## src/rtl/bcc_pkg.sv

```systemverilog
package bcc_pkg;
  localparam int NUM_CMD   = 5;
  localparam int CMD_IACK  = 0;
  localparam int CMD_IORD  = 1;
  localparam int CMD_IOWR  = 2;
  localparam int CMD_MRD   = 3;
  localparam int CMD_MWR   = 4;
  localparam int CODE_W    = 3;

  typedef enum logic [CODE_W-1:0] {
    CY_IACK  = 3'b000,
    CY_IORD  = 3'b001,
    CY_IOWR  = 3'b010,
    CY_NONE0 = 3'b011,
    CY_HALT  = 3'b100,
    CY_MRD   = 3'b101,
    CY_MWR   = 3'b110,
    CY_NONE1 = 3'b111
  } cyc_t;

  typedef enum logic [1:0] {
    ST_IDLE = 2'd0,
    ST_STAT = 2'd1,
    ST_CMD  = 2'd2,
    ST_WAIT = 2'd3
  } phase_t;
endpackage

```

## src/rtl/bcc_decode.sv

```systemverilog
module bcc_decode
  import bcc_pkg::*;
(
  input  logic               mem_io,
  input  logic [1:0]         st_n,
  output logic [NUM_CMD-1:0] cmd_sel,
  output logic               is_cmd,
  output logic               is_wr,
  output logic               is_iack,
  output logic               is_halt
);
  cyc_t cyc;
  assign cyc = cyc_t'({mem_io, st_n});

  always_comb begin
    cmd_sel = '0;
    is_cmd  = 1'b0;
    is_wr   = 1'b0;
    is_iack = 1'b0;
    is_halt = 1'b0;
    case (cyc)
      CY_IACK: begin cmd_sel[CMD_IACK] = 1'b1; is_cmd = 1'b1; is_iack = 1'b1; end
      CY_IORD: begin cmd_sel[CMD_IORD] = 1'b1; is_cmd = 1'b1; end
      CY_IOWR: begin cmd_sel[CMD_IOWR] = 1'b1; is_cmd = 1'b1; is_wr = 1'b1; end
      CY_MRD:  begin cmd_sel[CMD_MRD]  = 1'b1; is_cmd = 1'b1; end
      CY_MWR:  begin cmd_sel[CMD_MWR]  = 1'b1; is_cmd = 1'b1; is_wr = 1'b1; end
      CY_HALT: is_halt = 1'b1;
      default: ;
    endcase
  end

  // decoded command selection is never ambiguous
  always_comb begin
    a_r1_dec_onehot: assert ($onehot0(cmd_sel) && (is_cmd == (cmd_sel != '0)));
  end
endmodule

```

## src/rtl/bcc_seq.sv

```systemverilog
module bcc_seq
  import bcc_pkg::*;
(
  input  logic               clk,
  input  logic               rst,
  input  logic               mode_compat,
  input  logic               hold_cmd,
  input  logic               rdy_n,
  input  logic               sel_latch,
  input  logic               dec_cmd,
  input  logic               dec_wr,
  input  logic               dec_iack,
  input  logic               dec_halt,
  input  logic [NUM_CMD-1:0] dec_sel,
  output logic               ale,
  output logic               casc_en,
  output logic               dir_wr,
  output logic               cmd_act,
  output logic               den_act,
  output logic [NUM_CMD-1:0] cmd_sel
);
  phase_t state_q;
  logic   wr_q;
  logic   sel_q;

  assign cmd_sel = cmd_sel_q;
  logic [NUM_CMD-1:0] cmd_sel_q;

  always_ff @(posedge clk) begin
    if (rst) begin
      state_q   <= ST_IDLE;
      ale       <= 1'b0;
      casc_en   <= 1'b0;
      dir_wr    <= 1'b1;
      cmd_act   <= 1'b0;
      den_act   <= 1'b0;
      wr_q      <= 1'b1;
      sel_q     <= 1'b0;
      cmd_sel_q <= '0;
    end else begin
      ale     <= 1'b0;
      casc_en <= 1'b0;
      case (state_q)
        ST_IDLE: begin
          if (dec_cmd) begin
            state_q   <= ST_STAT;
            ale       <= 1'b1;
            casc_en   <= dec_iack;
            wr_q      <= dec_wr;
            cmd_sel_q <= dec_sel;
          end else begin
            dir_wr <= 1'b1;
          end
        end
        ST_STAT: begin
          sel_q   <= sel_latch;
          dir_wr  <= wr_q;
          state_q <= ST_CMD;
        end
        ST_CMD: begin
          state_q <= ST_WAIT;
          if (sel_q && (!mode_compat || !wr_q)) den_act <= 1'b1;
          if (sel_q && !mode_compat && !hold_cmd) cmd_act <= 1'b1;
        end
        ST_WAIT: begin
          if (!rdy_n) begin
            cmd_act <= 1'b0;
            den_act <= 1'b0;
            if (dec_cmd) begin
              state_q   <= ST_STAT;
              ale       <= 1'b1;
              casc_en   <= dec_iack;
              wr_q      <= dec_wr;
              cmd_sel_q <= dec_sel;
            end else begin
              state_q <= ST_IDLE;
            end
          end else if (sel_q) begin
            den_act <= 1'b1;
            if (!hold_cmd) cmd_act <= 1'b1;
          end
        end
        default: state_q <= ST_IDLE;
      endcase
    end
  end

  // cascade enable only accompanies the address latch pulse
  a_r2_casc_with_ale: assert property (@(posedge clk) disable iff (rst)
    casc_en |-> ale);
  // direction moves only while data enable is quiet
  a_r3_dir_quiet: assert property (@(posedge clk) disable iff (rst)
    !$stable(dir_wr) |-> (!den_act && !$past(den_act)));
  // compatible mode never starts a command on the first command edge
  a_r5_compat_late: assert property (@(posedge clk) disable iff (rst)
    (state_q == ST_CMD && mode_compat) |=> !cmd_act);
  // delay request keeps an idle command idle
  a_r6_hold_blocks: assert property (@(posedge clk) disable iff (rst)
    (!cmd_act && hold_cmd) |=> !cmd_act);
  // ready low in a wait phase ends command and data enable
  a_r7_ready_ends: assert property (@(posedge clk) disable iff (rst)
    (state_q == ST_WAIT && !rdy_n) |=> (!cmd_act && !den_act));
  // deselected cycle drives nothing
  a_r8_desel_quiet: assert property (@(posedge clk) disable iff (rst)
    ((state_q == ST_CMD || state_q == ST_WAIT) && !sel_q) |=> (!cmd_act && !den_act));
  // halt status starts nothing
  a_r10_halt_ignored: assert property (@(posedge clk) disable iff (rst)
    (state_q == ST_IDLE && dec_halt) |=> (!ale && state_q == ST_IDLE));
endmodule

```

## src/rtl/bcc_drive.sv

```systemverilog
module bcc_drive
  import bcc_pkg::*;
(
  input  logic               clk,
  input  logic               rst,
  input  logic               mode_compat,
  input  logic               en_grant,
  input  logic               cmd_act,
  input  logic               den_act,
  input  logic [NUM_CMD-1:0] cmd_sel,
  output logic [NUM_CMD-1:0] cmd_n,
  output logic               den,
  output logic               cmd_oe
);
  logic en_q;

  always_ff @(posedge clk) begin
    if (rst) en_q <= 1'b0;
    else     en_q <= mode_compat ? ~en_grant : en_grant;
  end

  assign cmd_n  = ~(cmd_sel & {NUM_CMD{cmd_act & en_q}});
  assign den    = den_act & en_q;
  assign cmd_oe = !mode_compat || en_q;

  // never two commands at once
  a_r1_cmd_onehot: assert property (@(posedge clk) disable iff (rst)
    $onehot0(~cmd_n));
  // withdrawn grant releases the command lines and data enable
  a_r9_tristate: assert property (@(posedge clk) disable iff (rst)
    (mode_compat && en_grant) |=> (!cmd_oe || !mode_compat) && !den);
  // low enable in fast mode forces inactive but driven outputs
  a_r9_force_off: assert property (@(posedge clk) disable iff (rst)
    (!mode_compat && !en_grant) |=> (mode_compat || (cmd_oe && (&cmd_n) && !den)));
endmodule

```

## src/rtl/buscmd_ctrl.sv

```systemverilog
module buscmd_ctrl
  import bcc_pkg::*;
(
  input  logic       clk,
  input  logic       rst,
  input  logic [1:0] st_n,
  input  logic       mem_io,
  input  logic       mode_compat,
  input  logic       sel_latch,
  input  logic       hold_cmd,
  input  logic       rdy_n,
  input  logic       en_grant,
  output logic       ale,
  output logic       casc_en,
  output logic       den,
  output logic       dir_wr,
  output logic       cmd_oe,
  output logic       mrd_n,
  output logic       mwr_n,
  output logic       iord_n,
  output logic       iowr_n,
  output logic       iack_n
);
  logic [NUM_CMD-1:0] dec_sel, cmd_sel, cmd_n;
  logic dec_cmd, dec_wr, dec_iack, dec_halt;
  logic cmd_act, den_act;

  bcc_decode u_dec (
    .mem_io  (mem_io),
    .st_n    (st_n),
    .cmd_sel (dec_sel),
    .is_cmd  (dec_cmd),
    .is_wr   (dec_wr),
    .is_iack (dec_iack),
    .is_halt (dec_halt)
  );

  bcc_seq u_seq (
    .clk         (clk),
    .rst         (rst),
    .mode_compat (mode_compat),
    .hold_cmd    (hold_cmd),
    .rdy_n       (rdy_n),
    .sel_latch   (sel_latch),
    .dec_cmd     (dec_cmd),
    .dec_wr      (dec_wr),
    .dec_iack    (dec_iack),
    .dec_halt    (dec_halt),
    .dec_sel     (dec_sel),
    .ale         (ale),
    .casc_en     (casc_en),
    .dir_wr      (dir_wr),
    .cmd_act     (cmd_act),
    .den_act     (den_act),
    .cmd_sel     (cmd_sel)
  );

  bcc_drive u_drv (
    .clk         (clk),
    .rst         (rst),
    .mode_compat (mode_compat),
    .en_grant    (en_grant),
    .cmd_act     (cmd_act),
    .den_act     (den_act),
    .cmd_sel     (cmd_sel),
    .cmd_n       (cmd_n),
    .den         (den),
    .cmd_oe      (cmd_oe)
  );

  assign iack_n = cmd_n[CMD_IACK];
  assign iord_n = cmd_n[CMD_IORD];
  assign iowr_n = cmd_n[CMD_IOWR];
  assign mrd_n  = cmd_n[CMD_MRD];
  assign mwr_n  = cmd_n[CMD_MWR];
endmodule

```

## config.mk

```make
export PLATFORM = sky130hd
export DESIGN_NAME = buscmd_ctrl
export DESIGN_NICKNAME = d
export VERILOG_FILES = /design/src/rtl/bcc_pkg.sv /design/src/rtl/bcc_decode.sv /design/src/rtl/bcc_seq.sv /design/src/rtl/bcc_drive.sv /design/src/rtl/buscmd_ctrl.sv
export SDC_FILE = /design/constraint.sdc
export NUM_CORES = 1
export LEC_CHECK = 0
export ABC_AREA = 1
export BUFFER_PORTS_ARGS = -buffer_cell sky130_fd_sc_hd__buf_4
export CORE_ASPECT_RATIO = 0.9
export CORE_MARGIN = 2
export CORE_UTILIZATION = 54
export CTS_BUF_LIST = sky130_fd_sc_hd__clkbuf_16
export CTS_CLUSTER_SIZE = 8
export DETAILED_ROUTE_END_ITERATION = 10
export GPL_TIMING_DRIVEN = 0
export PLACE_DENSITY = 0.81
export SLEW_MARGIN = 25
export SYNTH_ARGS = -nofsm -noshare
export SYNTH_HDL_FRONTEND = slang
export SYNTH_SLANG_ARGS = --single-unit
```

## constraint.sdc

```tcl
create_clock -name clk -period 4.05 [get_ports clk]
set_input_delay 0.81 -clock clk [delete_from_list [all_inputs] [get_ports clk]]
set_output_delay 0.81 -clock clk [all_outputs]
set_load 0.02 [all_outputs]
```

==> results by group <==
Clock network
  – Clock latency on the worst-skew pair: 0.24 ns
  – Post-CTS resize count: 0
  – Htree depth: 1
  – Clock Tree Buf Depth: 2
  – Clk sink count: 15
  – Cts hold-fix bufs: 0
  – CTS root buf: clkbuf_16
  – CTS buffer count: 3
  – CTS tree: yes
  – Post CTS Setup Buffer Count: 0
  – Clk slew on worst S/H paths: 0.05 ns

Run status
  – Status: complete, no violations

Pwr
  – Worst ir drop on vdd: ~0.42 mV
  – Clk pwr share: 0.290
  – P_int: ~0.42 mW
  – Switching pwr: 0.245 mW
  – Sw frac: 0.370
  – Comb power frac: 0.387
  – Power Dens Cells: 643 nW/um^2
  – Seq pwr share: 0.322
  – Tot Pwr: 0.663 mW
  – Leak: ~0.5 nW

Route
  – 1st-iter DRT viols: 16
  – Final wirelength: 1780 um
  – Average wire per standard cell: roughly 12 um
  – Routed Antenna Nets: 0
  – 1st-pass router iterations: 4
  – Via count: 779
  – Via density: 5.30
  – DRC Markers: 0

Placed design
  – RePlAce Congestion: 0.779
  – Port Buf Inserts: 18
  – Post-place instance area: about 950 um^2
  – # placed instances: ~140
  – Half-perimeter wire length after placement: 1260 um
  – Post-Place Worst Slack: 1.86 ns

Floorplanning
  – Ports: 20
  – Die footprint: 1800 um^2
  – Die Y: between 40 and 50 um
  – Die X: 44.5 um
  – # rows: 13
  – Placeable core area: 1420 um^2
  – Initial core utilization: 0.563

Global route
  – Vias in the first global route: 667
  – Total grt overflow: 0
  – Pin count of the biggest net entering global routing: 11
  – Initial antenna violation count: 0
  – Global-route wire length before repair: 2800 um
  – GRT Resource Usage Total: 0.223

Hold path
  – Worst min-delay path class: register to register
  – Hold EP: u_seq.cmd_sel[4]
  – Hold path cells: 2
  – Hold path startpoint: u_seq.cmd_sel[4]

Critical path
  – CP Launch Type: input port
  – WP data arrival: ~1.4 ns
  – Crit Path Category: input port to primary output
  – Setup crit end kind: primary output
  – FF-to-FF setup slack: 2.60 ns
  – Reg2reg start: u_seq.state_q[0]
  – R2r worst-path depth: 6
  – Crit path required time: 3.24 ns
  – RR Endpoint: u_seq.cmd_sel[3]
  – Crit path max fanout: 2

Yosys
  – Synth Register Bits: 15
  – Post-synthesis net count: approximately 130
  – Unique masters post-synth: 23
  – Register area share after synthesis: 0.377
  – Post-Syn Instances: 110
  – Syn Area/Cell: 7.25 um^2
  – Yosys warns: 0
  – Mapped Area: 797 um^2

Timing
  – Hold Fails Final Rpt: 0
  – Tcrit/Tclk final: 0.540
  – Fmax: 457 MHz
  – Fin. max-slew vios: 0
  – Final setup TNS: 0 ns
  – Final worst slack: 1.86 ns
  – Setup violators final: 0
  – Final Skew: 0.00121 ns
  – Unrepaired setup endpoints after global routing: false
  – Slew HR: 0.824
  – Tightest Pin Transition: 0.261 ns
  – Min Tclk post-route: roughly 2.2 ns

Final layout
  – Commonest cells after routing, fill and taps aside: nand2_1, buf_4, dfxtp_1, inv_1, nor2_1
  – Design area: 1030 um^2
  – Final-stage net count: approximately 150
  – Fraction of layout cells with a size suffix above 1: 0.258
  – Ant. Diodes: 0
  – Commonest non-fill, non-tap cell in the layout: nand2_1
  – Post-route insts no fill: 147
  – Area growth from synthesis to layout: 29.4%
  – Fill count: 110

Flow run
  – Max cap viols: 0
cells by family after synthesis:
kind of cell / Yosys count / share of synthesized area
AOI/OAI and AO/OA: 20 / 0.149
xor gates and xnor gates: 1 / 0.0110
adders and majority gates: 5 / 0.0785
buffers and inverters: 17 / 0.0848
DFF: 15 / 0.377
and+or+nand+nor: 52 / 0.300
Yosys cell counts:
master | count | area share
a21oi_1 | 9 | 0.057
a21oi_2 | 1 | 0.011
a22oi_1 | 2 | 0.019
buf_2 | 1 | 0.0063
dfxtp_1 | 15 | 0.38
ha_1 | 5 | 0.078
inv_1 | 14 | 0.066
inv_2 | 1 | 0.0047
inv_4 | 1 | 0.0079
nand2_1 | 25 | 0.12
nand2_2 | 2 | 0.016
nand2_4 | 2 | 0.028
nand3_1 | 7 | 0.044
nand3_2 | 1 | 0.013
nand4_1 | 1 | 0.0079
nor2_1 | 11 | 0.052
nor3_1 | 1 | 0.0063
o211ai_1 | 2 | 0.019
o21ai_0 | 4 | 0.025
o21ai_2 | 1 | 0.011
o22ai_1 | 1 | 0.0079
or2_2 | 2 | 0.016
xnor2_1 | 1 | 0.011
per-stage QoR:
stage / util / hold WS, ns
2_1_floorplan: - / 0.439
3_3_place_gp: 0.672 / 0.441
3_5_place_dp: 0.672 / 0.452
4_1_cts: 0.729 / 0.462
5_1_grt: 0.729 / 0.488
6_report: 0.729 / 0.460
cell type report:
class | count | area (um^2) | area share
Multi-Input combinational cell | 78 | 429 | 0.416
Clock inverter | 1 | 5.00 | 0.00485
Clock buffer | 3 | 75.1 | 0.0728
Tap cell | 15 | 18.8 | 0.0182
Inverter | 16 | 62.6 | 0.0607
Buffer | 1 | 5.00 | 0.00485
Sequential cell | 15 | 300 | 0.291
Timing Repair Buffer | 18 | 135 | 0.131
worst max-delay path, stage by stage:
cell   delay, ns
buf_4       0.09
inv_1       0.05
or2_2       0.27
buf_4       0.16
flip-flops by register name (all words and copies together), names as in the netlist:
| name | count |
|---|---|
| u_seq.ale | 1 |
| u_seq.cmd_sel | 5 |
| u_seq.wr_q | 1 |
| u_seq.casc_en | 1 |
| u_seq.state_q | 2 |
| u_seq.sel_q | 1 |
| u_drv.en_q | 1 |
| u_seq.dir_wr | 1 |
| u_seq.den_act | 1 |
| u_seq.cmd_act | 1 |
power groups by stage:
stage | clock network (mW) | logic, mW | registers (mW)
2_1_floorplan | 0 | 0.183 | 0.220
3_3_place_gp | 0 | 0.243 | 0.215
3_5_place_dp | 0 | 0.251 | 0.216
4_1_cts | 0.193 | 0.256 | 0.214
5_1_grt | 0.198 | 0.290 | 0.218
6_report | 0.192 | 0.257 | 0.214
per-layer routing:
metal,vias up,part of all wire,track usage
met1,354,0.43,0.273
met2,21,0.50,0.377
met5,-,0,0
li1,398,-,-
met3,6,0.052,0.0450
met4,0,0.019,0.106
worst max path at each step:
stage               depth (start not counted)        start  endpoint
detailed placement                          4  mode_compat    cmd_oe
floorplan                                   2  mode_compat    cmd_oe
global route                                4  mode_compat    cmd_oe
CTS                                         4  mode_compat    cmd_oe
global placement                            4  mode_compat    cmd_oe
finish                                      4  mode_compat    cmd_oe
Note: power is estimated with default switching activity, not from simulation.
